**config.mk**
```make
export PLATFORM = sky130hd
export DESIGN_NAME = wdog_lockreg
export DESIGN_NICKNAME = d
export VERILOG_FILES = /design/src/rtl/wdog_lockreg_pkg.sv /design/src/rtl/wdog_tick_gen.sv /design/src/rtl/wdog_countdown.sv /design/src/rtl/wdog_ctl_regs.sv /design/src/rtl/wdog_rst_pulse.sv /design/src/rtl/wdog_lockreg.sv
export SDC_FILE = /design/constraint.sdc
export NUM_CORES = 1
export LEC_CHECK = 0
export BUFFER_PORTS_ARGS = -buffer_cell sky130_fd_sc_hd__buf_4
export CAP_MARGIN = 25
export CORE_MARGIN = 5
export CORE_UTILIZATION = 31
export CTS_BUF_LIST = sky130_fd_sc_hd__clkbuf_8
export CTS_CLUSTER_SIZE = 14
export DETAILED_ROUTE_END_ITERATION = 16
export GPL_TIMING_DRIVEN = 0
export PLACE_DENSITY = 0.5
export SYNTH_ARGS = -nofsm -noshare
export SYNTH_HDL_FRONTEND = slang
export SYNTH_SLANG_ARGS = --single-unit
```
**constraint.sdc**
```tcl
create_clock -name clk -period 4.8 [get_ports clk]
set_input_delay 0.96 -clock clk [delete_from_list [all_inputs] [get_ports clk]]
set_output_delay 0.96 -clock clk [all_outputs]
set_load 0.02 [all_outputs]
```
**src/rtl/wdog_lockreg_pkg.sv**
```systemverilog
package wdog_lockreg_pkg;
  localparam int REG_W      = 32;
  localparam int TOV_W      = 10;
  localparam int LOCK_BIT   = 12;
  localparam int EN_BIT     = 14;
  localparam int CAUSE_LSB  = 24;  // bit 24 plain cause, bit 25 surveillance cause
  localparam int N_CAUSE    = 2;
  localparam int RELOAD_BIT = 31;

  typedef struct packed {
    logic             en;
    logic             lock;
    logic [TOV_W-1:0] tov;
  } wd_ctl_t;
endpackage

```
**src/rtl/wdog_tick_gen.sv**
```systemverilog
module wdog_tick_gen #(
  parameter int TICK_CYCLES = 100_000_000
) (
  input  logic clk,
  input  logic rst_n,
  input  logic run,
  input  logic clr,
  output logic tick
);
  localparam int CW = (TICK_CYCLES > 2) ? $clog2(TICK_CYCLES) : 1;
  localparam logic [CW-1:0] LAST = CW'(TICK_CYCLES - 1);

  logic [CW-1:0] div_q;

  always_ff @(posedge clk or negedge rst_n) begin
    if (!rst_n)              div_q <= '0;
    else if (clr || !run)    div_q <= '0;
    else if (div_q == LAST)  div_q <= '0;
    else                     div_q <= div_q + 1'b1;
  end

  assign tick = run && !clr && (div_q == LAST);
endmodule

```
**src/rtl/wdog_countdown.sv**
```systemverilog
module wdog_countdown #(
  parameter int TOV_W = 10
) (
  input  logic             clk,
  input  logic             rst_n,
  input  logic             warm_rst,
  input  logic             en,
  input  logic             reload,
  input  logic [TOV_W-1:0] tov,
  input  logic             tick,
  output logic             armed,
  output logic             load,
  output logic             expire
);
  localparam int SW = TOV_W + 1;
  localparam logic [SW-1:0] ONE = SW'(1);

  logic [SW-1:0] secs_q;
  logic          armed_q;

  assign load   = en && (!armed_q || reload);
  assign expire = armed_q && !load && tick && (secs_q == ONE);
  assign armed  = armed_q;

  always_ff @(posedge clk or negedge rst_n) begin
    if (!rst_n) begin
      armed_q <= 1'b0;
      secs_q  <= '0;
    end else if (warm_rst || !en) begin
      armed_q <= 1'b0;
      secs_q  <= '0;
    end else if (load) begin
      armed_q <= 1'b1;
      secs_q  <= {1'b0, tov} + ONE;
    end else if (tick && secs_q != '0) begin
      secs_q  <= secs_q - ONE;
    end
  end
endmodule

```
**src/rtl/wdog_ctl_regs.sv**
```systemverilog
module wdog_ctl_regs
  import wdog_lockreg_pkg::*;
#(
  parameter logic [TOV_W-1:0] TOV_RESET = '1
) (
  input  logic             clk,
  input  logic             por_n,
  input  logic             warm_rst,
  input  logic             reg_we,
  input  logic [REG_W-1:0] reg_wdata,
  input  logic             expire,
  input  logic             surv_mode,
  output wd_ctl_t          ctl,
  output logic             reload,
  output logic [REG_W-1:0] reg_rdata
);
  logic             en_q;
  logic [TOV_W-1:0] tov_q;
  logic             lock_q;
  logic [N_CAUSE-1:0] cause_q;
  logic             unused_rsvd;

  assign unused_rsvd = ^{reg_wdata[30:26], reg_wdata[23:15], reg_wdata[13],
                         reg_wdata[11:TOV_W]};

  // timer-side domain: power-on or watchdog reset
  always_ff @(posedge clk or negedge por_n) begin
    if (!por_n) begin
      en_q  <= 1'b0;
      tov_q <= TOV_RESET;
    end else if (warm_rst) begin
      en_q  <= 1'b0;
      tov_q <= TOV_RESET;
    end else if (reg_we && !lock_q) begin
      en_q  <= reg_wdata[EN_BIT];
      tov_q <= reg_wdata[TOV_W-1:0];
    end
  end

  // sticky domain: power-on reset only
  always_ff @(posedge clk or negedge por_n) begin
    if (!por_n)                            lock_q <= 1'b0;
    else if (reg_we && reg_wdata[LOCK_BIT]) lock_q <= 1'b1;
  end

  for (genvar i = 0; i < N_CAUSE; i++) begin : g_cause
    logic hit;
    logic w1c;
    assign hit = expire && (surv_mode == (i == 1));
    assign w1c = reg_we && reg_wdata[CAUSE_LSB + i];
    always_ff @(posedge clk or negedge por_n) begin
      if (!por_n)   cause_q[i] <= 1'b0;
      else if (hit) cause_q[i] <= 1'b1;
      else if (w1c) cause_q[i] <= 1'b0;
    end
  end

  assign reload   = reg_we && reg_wdata[RELOAD_BIT];
  assign ctl.en   = en_q;
  assign ctl.lock = lock_q;
  assign ctl.tov  = tov_q;

  always_comb begin
    reg_rdata = '0;
    reg_rdata[TOV_W-1:0] = tov_q;
    reg_rdata[LOCK_BIT]  = lock_q;
    reg_rdata[EN_BIT]    = en_q;
    reg_rdata[CAUSE_LSB +: N_CAUSE] = cause_q;
  end
endmodule

```
**src/rtl/wdog_rst_pulse.sv**
```systemverilog
module wdog_rst_pulse #(
  parameter int PULSE_CYCLES = 16
) (
  input  logic clk,
  input  logic rst_n,
  input  logic fire,
  output logic active
);
  localparam int PW = $clog2(PULSE_CYCLES + 1);
  logic [PW-1:0] left_q;

  always_ff @(posedge clk or negedge rst_n) begin
    if (!rst_n)            left_q <= '0;
    else if (fire)         left_q <= PW'(PULSE_CYCLES);
    else if (left_q != '0) left_q <= left_q - 1'b1;
  end

  assign active = (left_q != '0);
endmodule

```
**src/rtl/wdog_lockreg.sv**
```systemverilog
module wdog_lockreg
  import wdog_lockreg_pkg::*;
#(
  parameter int                TICK_CYCLES = 100_000_000,
  parameter int                RST_PULSE   = 16,
  parameter logic [TOV_W-1:0]  TOV_RESET   = '1
) (
  input  logic             clk,
  input  logic             por_n,
  input  logic             reg_we,
  input  logic [REG_W-1:0] reg_wdata,
  output logic [REG_W-1:0] reg_rdata,
  input  logic             surv_mode,
  output logic             rst_req
);
  wd_ctl_t ctl;
  logic    reload, tick, armed, load, expire;

  wdog_ctl_regs #(.TOV_RESET(TOV_RESET)) u_regs (
    .clk(clk), .por_n(por_n), .warm_rst(rst_req),
    .reg_we(reg_we), .reg_wdata(reg_wdata),
    .expire(expire), .surv_mode(surv_mode),
    .ctl(ctl), .reload(reload), .reg_rdata(reg_rdata)
  );

  wdog_tick_gen #(.TICK_CYCLES(TICK_CYCLES)) u_tick (
    .clk(clk), .rst_n(por_n), .run(armed), .clr(load), .tick(tick)
  );

  wdog_countdown #(.TOV_W(TOV_W)) u_cnt (
    .clk(clk), .rst_n(por_n), .warm_rst(rst_req),
    .en(ctl.en), .reload(reload), .tov(ctl.tov), .tick(tick),
    .armed(armed), .load(load), .expire(expire)
  );

  wdog_rst_pulse #(.PULSE_CYCLES(RST_PULSE)) u_pulse (
    .clk(clk), .rst_n(por_n), .fire(expire), .active(rst_req)
  );
endmodule

```
# [Word level (Yosys, flattened, before mapping)]
# Index checks and enable logic that the tools add are counted.
[word_totals] inputBits=36 word_cells=61 ff_bits=58 out_inout_bits=33
[op_classes] bitwise=1 n_reduce_logical=28 add_sub_neg=4 muxes=17 eq_ne=2
[op_table] operator="$mux 27" count=2
[op_table] operator="$mux 11" count=3
[op_table] operator="$add 27x1->27 const B" count=1
[op_table] operator="$eq 27x27->1 const B" count=1
[op_table] operator="$mux 10" count=2
[op_table] operator="$logic_and 1x1->1" count=13
[op_table] operator="$add 10x1->11 const B" count=1
[op_table] operator="$eq 11x1->1 const B" count=1
[op_table] operator="$reduce_bool 11->1" count=1
[op_table] operator="$sub 11x1->11 const B" count=1
[op_table] operator="$mux 5" count=2
[op_table] operator="$reduce_bool 2->1" count=5
[op_table] operator="$mux 1" count=8
[op_table] operator="$reduce_bool 5->1" count=1
[op_table] operator="$sub 5x1->5 const B" count=1
[op_table] operator="$logic_not 1->1" count=4
[op_table] operator="$logic_or 1x1->1" count=3
[op_table] operator="$reduce_bool 3->1" count=1
[op_table] operator="$not 1->1" count=1

# [Longest topological paths before layout]
[depth] ltp_word=10 ltp_mapped=8 mapped_depth_nobuf=8

# [By module]
# Synthesis repeated with hierarchy kept, for this count alone.
[unflattened] hier_cells=388 area_unflattened_um2=3671.0
[modules_own_cells] mod="wdog_tick_gen" seq_area_each_um2=675.6 area_each_um2=1465.2 cells_each=146 instances=1
[modules_own_cells] mod="wdog_countdown" seq_area_each_um2=300.3 area_each_um2=1053.5 cells_each=126 instances=1
[modules_own_cells] mod="wdog_ctl_regs" seq_area_each_um2=362.8 area_each_um2=890.9 cells_each=91 instances=1
[modules_own_cells] mod="wdog_rst_pulse" seq_area_each_um2=125.1 area_each_um2=261.5 cells_each=25 instances=1

# [Worst setup path before layout]
# No wires, ideal clock.
[synth_path] path_type="input to register" from="input reg_wdata[31]" to="register u_regs.cause_q[0] (netlist: u_regs.reg_rdata[24])" required_time_ns=4.734 n_path_buf=1 setup_time_ns=0.066 t_arrival_ns=2.376 setup_slack_ns=2.358 cell_stages=6 cell_sequence="a21boi_0 nand2b_1 buf_2 nand2_1 nor4_2 a22o_1"
[synth_between] elab_chain_len=10 elab_cells_between_ends=11 cone_classes="1 x mux; 10 x reduce/logical"
[synth_rtl] item="start: declaration" line="wdog_lockreg.sv:11" text="input logic [REG_W-1:0] reg_wdata,"
[synth_rtl] item="$logic_and 1x1->1 (*)" line="wdog_ctl_regs.sv:58" text="assign reload = reg_we && reg_wdata[RELOAD_BIT];"
[synth_rtl] item="$logic_or 1x1->1 (*)" line="wdog_countdown.sv:21" text="assign load = en && (!armed_q || reload);"
[synth_rtl] item="$logic_and 1x1->1 (*)" line="wdog_countdown.sv:21"
[synth_rtl] item="$logic_not 1->1 (*)" line="wdog_tick_gen.sv:22, wdog_countdown.sv:22"
[synth_rtl] item="$logic_and 1x1->1 (*)" line="wdog_tick_gen.sv:22, wdog_countdown.sv:22"
[synth_rtl] item="$logic_and 1x1->1" line="wdog_tick_gen.sv:22" text="assign tick = run && !clr && (div_q == LAST);"
[synth_rtl] item="$logic_and 1x1->1 (*) (2 in series)" line="wdog_countdown.sv:22" text="assign expire = armed_q && !load && tick && (secs_q == ONE);"
[synth_rtl] item="$logic_and 1x1->1 (*)" line="wdog_ctl_regs.sv:49" text="assign hit = expire && (surv_mode == (i == 1));"
[synth_rtl] item="$mux 1 or $reduce_bool 2->1 (tied branches)"
[synth_rtl] item="end signal: indexed assignment" line="wdog_ctl_regs.sv:52" text="if (!por_n) cause_q[i] <= 1'b0;"
[synth_rtl] item="end signal: indexed assignment" line="wdog_ctl_regs.sv:53" text="else if (hit) cause_q[i] <= 1'b1;"
[synth_rtl] item="end signal: indexed assignment" line="wdog_ctl_regs.sv:54" text="else if (w1c) cause_q[i] <= 1'b0;"
[synth_rtl] item="end: declaration" line="wdog_ctl_regs.sv:20" text="logic [N_CAUSE-1:0] cause_q;"
# Every way passes the cells marked *; elsewhere a longest branch is shown, timed or not.
# A chain may end at the register's enable or synchronous reset.

# [Worst setup path after layout]
[layout_path] from="register u_pulse.left_q[0]" to="output rst_req"
[layout_between] elab_chain_len=1
[layout_rtl] item="start: declaration" line="wdog_rst_pulse.sv:10" text="logic [PW-1:0] left_q;"
[layout_rtl] item="start signal: assignment" line="wdog_rst_pulse.sv:14" text="else if (fire) left_q <= PW'(PULSE_CYCLES);"
[layout_rtl] item="start signal: assignment" line="wdog_rst_pulse.sv:15" text="else if (left_q != '0) left_q <= left_q - 1'b1;"
[layout_rtl] item="$reduce_bool 5->1" line="wdog_rst_pulse.sv:18" text="assign active = (left_q != '0);"
[layout_rtl] item="end: declaration" line="wdog_lockreg.sv:14" text="output logic rst_req"
# Every way passes these cells.

==> impl_metrics.ini <==
[hold_path]
hp-class = flop to flop
hold_end = u_tick.div_q[0]
min_from = u_tick.div_q[0]
hold_path_depth = 1

[pwr]
switching_share_pct = 25.2
p_per_area_nw_per_um2 = 245
p_int_mw = 0.721
power_leakage_nw = 1.78
vdd_ir_drop_max_mv = 0.132
p_comb_share_pct = 8.4
p_seq_share_pct = 51.6
p_switching_mw = 0.242
p_clk_share_pct = 39.9

[synthesis]
synth-edff-count = 0
yosysUniqueCellTypes = 48
seq_area_frac_synth_pct = 44.5
netlist.top_cell.by_area = dfrtp_1
synthTopCellsByArea = dfrtp_1 (37%), dfstp_2 (8.0%), xnor2_1 (7.7%)
avgSynthCellArea_um2 = 9.16
synth_top_area_share_pct = 36.5
ys_warn_count = 0
ys_top_cells_by_count = dfrtp_1 (48), nand2_1 (45), nor2_1 (43)
synth-main-ff-cell = dfrtp_1
yosysMostFrequentCell = dfrtp_1
netlist_instances = 359
yosys_register_bits = 58
async_flop_share_pct = 100
syn_area_um2 = 3290

[cts]
cts_hold_buffers = 0
cts_setup_buffers = 0
clockRootBuffer = clkbuf_8
cts_buffer_depth = 2
clk_pin_slew_ns = 0.06
post_cts_resized = 0
insertion_delay_ns = 0.33
numCtsBuffers = 9
cts_max_level = 3
clock_sink_count = 58
cts_tree = done

[timing]
hold_viol = 0
worst_pin_slew_ns = 0.806
holdWs_ns = 0.485
setup_viol = 0
fin_crit_ns = 2.94
fin_tns_setup_ns = 0
fmax_ghz = 0.340
drv_slew = 0
rsz0062_at_grt = false
clock_skew_ns = 0.00941
maxSlewHeadroom_pct = 45.8
finalCritPeriodShare_pct = 61.3

[job]
cap_violations = 0

[floorplan]
num_io_pins = 69
dieArea_um2 = 12800
die_x_um = 113
core_um2 = 10300
start_util_pct = 31.8
fp.dieH_um = 113
rows = 37

[worst_setup_path]
slowest_delay_ns = 0.66
r2r_cells = 8
reg2reg_to = u_cnt.secs_q[6]
required_ns = 3.84
worstSetupStartpointType = flop
crit_type = flop to output port
crit_fanout = 8
end_kind = output port
r2r-start = u_pulse.left_q[0]
crit_top_cell = inv_1
arrival_ns = 1.98
crit_slowest_cell = nor4b_2
path_cells = inv_1, ha_1, nor4b_2, inv_1, buf_4
ff2ff_setup_slack_ns = 2.12

[global_route]
grtUsageTotal_pct = 12.1
antenna_found_initial = 0
grt.overflow.total = 0
first_global_vias = 2642
grt_pass1_wl_mm = 12.6
grt_max_degree = 59

[placed_design]
dp_hpwl_mm = 5.26
gp_congestion = 0.769
numPortBuffers = 33
place_area_um2 = 3770

[drt]
viasPerCell = 4.64
vias = 2602
dr.pass1.iters = 4
drcViolationCount = 0
drtIter0Drc = 88
wl_per_cell_um = 13.1
drt-total-wl_mm = 7.34
ant_nets = 0

[cells_and_area]
antennaDiodeCount = 0
area_delta_synth_final_pct = 19.7
final_area_um2 = 3930
drive_gt1_share_pct = 21.4
nets = 461

[run_status]
status = finished, final reports clean
-- registers in the layout, summed over array words and instances, names as in the netlist --
register	flops
u_regs.tov_q	10
u_cnt.secs_q	11
u_regs.reg_rdata	2
u_cnt.armed	1
u_regs.en_q	1
u_tick.div_q	27
u_regs.lock_q	1
u_pulse.left_q	5
-- how the worst max path moves through the flow --
stage,start,to,depth (start not counted)
floorplan,reg_wdata[31],u_regs.reg_rdata[24],6
global placement,reg_we,u_regs.reg_rdata[25],7
detailed placement,reg_we,u_regs.reg_rdata[24],7
CTS,u_pulse.left_q[0],rst_req,5
global route,u_pulse.left_q[0],rst_req,5
finish,u_pulse.left_q[0],rst_req,5
-- cells in the final DEF, fill, tap and decap left out, drive strengths merged, types with 3 or more instances in the layout --
master and n:
nand4 7, or4 4, xnor2 29, nor2 43
clkbuf 18, xor2 9, buf 57, a31oi 3
ha 5, nor4 12, nor2b 4, nor3 10
and3 6, conb 18, o31ai 4, nor4b 4
nand2 45, nand3 25, and4 6, dfstp 10
inv 15, a22o 3, dfrtp 48, or3 6
o21ai 5, a21oi 8
-- layout make-up --
| cell class | count | area (um2) |
|---|---|---|
| fill | 1056 | 6390 |
| multi-input combinational | 275 | 1640 |
| sequential | 58 | 1460 |
| timing repair buffer | 33 | 248 |
| buffer | 32 | 203 |
| tap | 136 | 170 |
| clock buffer | 10 | 138 |
| inverter | 11 | 41.3 |
| clock inverter | 6 | 27.5 |
-- power by group through the flow --
stage	registers, mW	logic (mW)	clock network, mW
after CTS	0.498	0.0826	0.401
after global placement	0.506	0.0819	0
after global routing	0.498	0.0904	0.421
after floorplan	0.508	0.0469	0
after detailed placement	0.506	0.0823	0
final	0.498	0.0813	0.385
-- through the flow --
step                std cells  power, mW  utilization [%]  worst slack, ns
floorplan                 376      0.555                -             2.36
global placement          545      0.588             36.5             1.70
detailed placement        545      0.589             36.5             1.69
CTS                       561      0.981             38.1             1.79
global route              561       1.01             38.1             1.71
finish                    561      0.964             38.1             1.86
-- per-layer routing --
metal / track usage (%) / up-vias / share of wire [%]
li1: - / 1329 / -
met1: 16.2 / 1203 / 49
met2: 18.8 / 56 / 44
met3: 2.35 / 14 / 5.0
met4: 5.77 / 0 / 2.1
met5: 0 / - / 0
-- cells by family (layout without fill, tap and decap cells) --
kind of cell | after synthesis | in the layout | share of synthesized area [%]
AOI/OAI and AO/OA | 31 | 31 | 6.17
DFF | 58 | 58 | 44.5
buffers and inverters | 43 | 92 | 7.42
adders and majority gates | 5 | 5 | 1.90
and+or+nand+nor | 182 | 182 | 29.4
muxes | 1 | 1 | 0.305
xor gates and xnor gates | 38 | 38 | 10.1
other | 1 | 18 | 0.114
-- critical path: cells and delay by family, from the launching register on --
| family | cells | cell delay [ns] |
|---|---|---|
| buffers and inverters | 3 | 0.42 |
| and+or+nand+nor | 1 | 0.66 |
| adders and majority gates | 1 | 0.20 |
| DFF | 1 | 0.38 |
No activity file was read; power rests on OpenSTA's default activity.
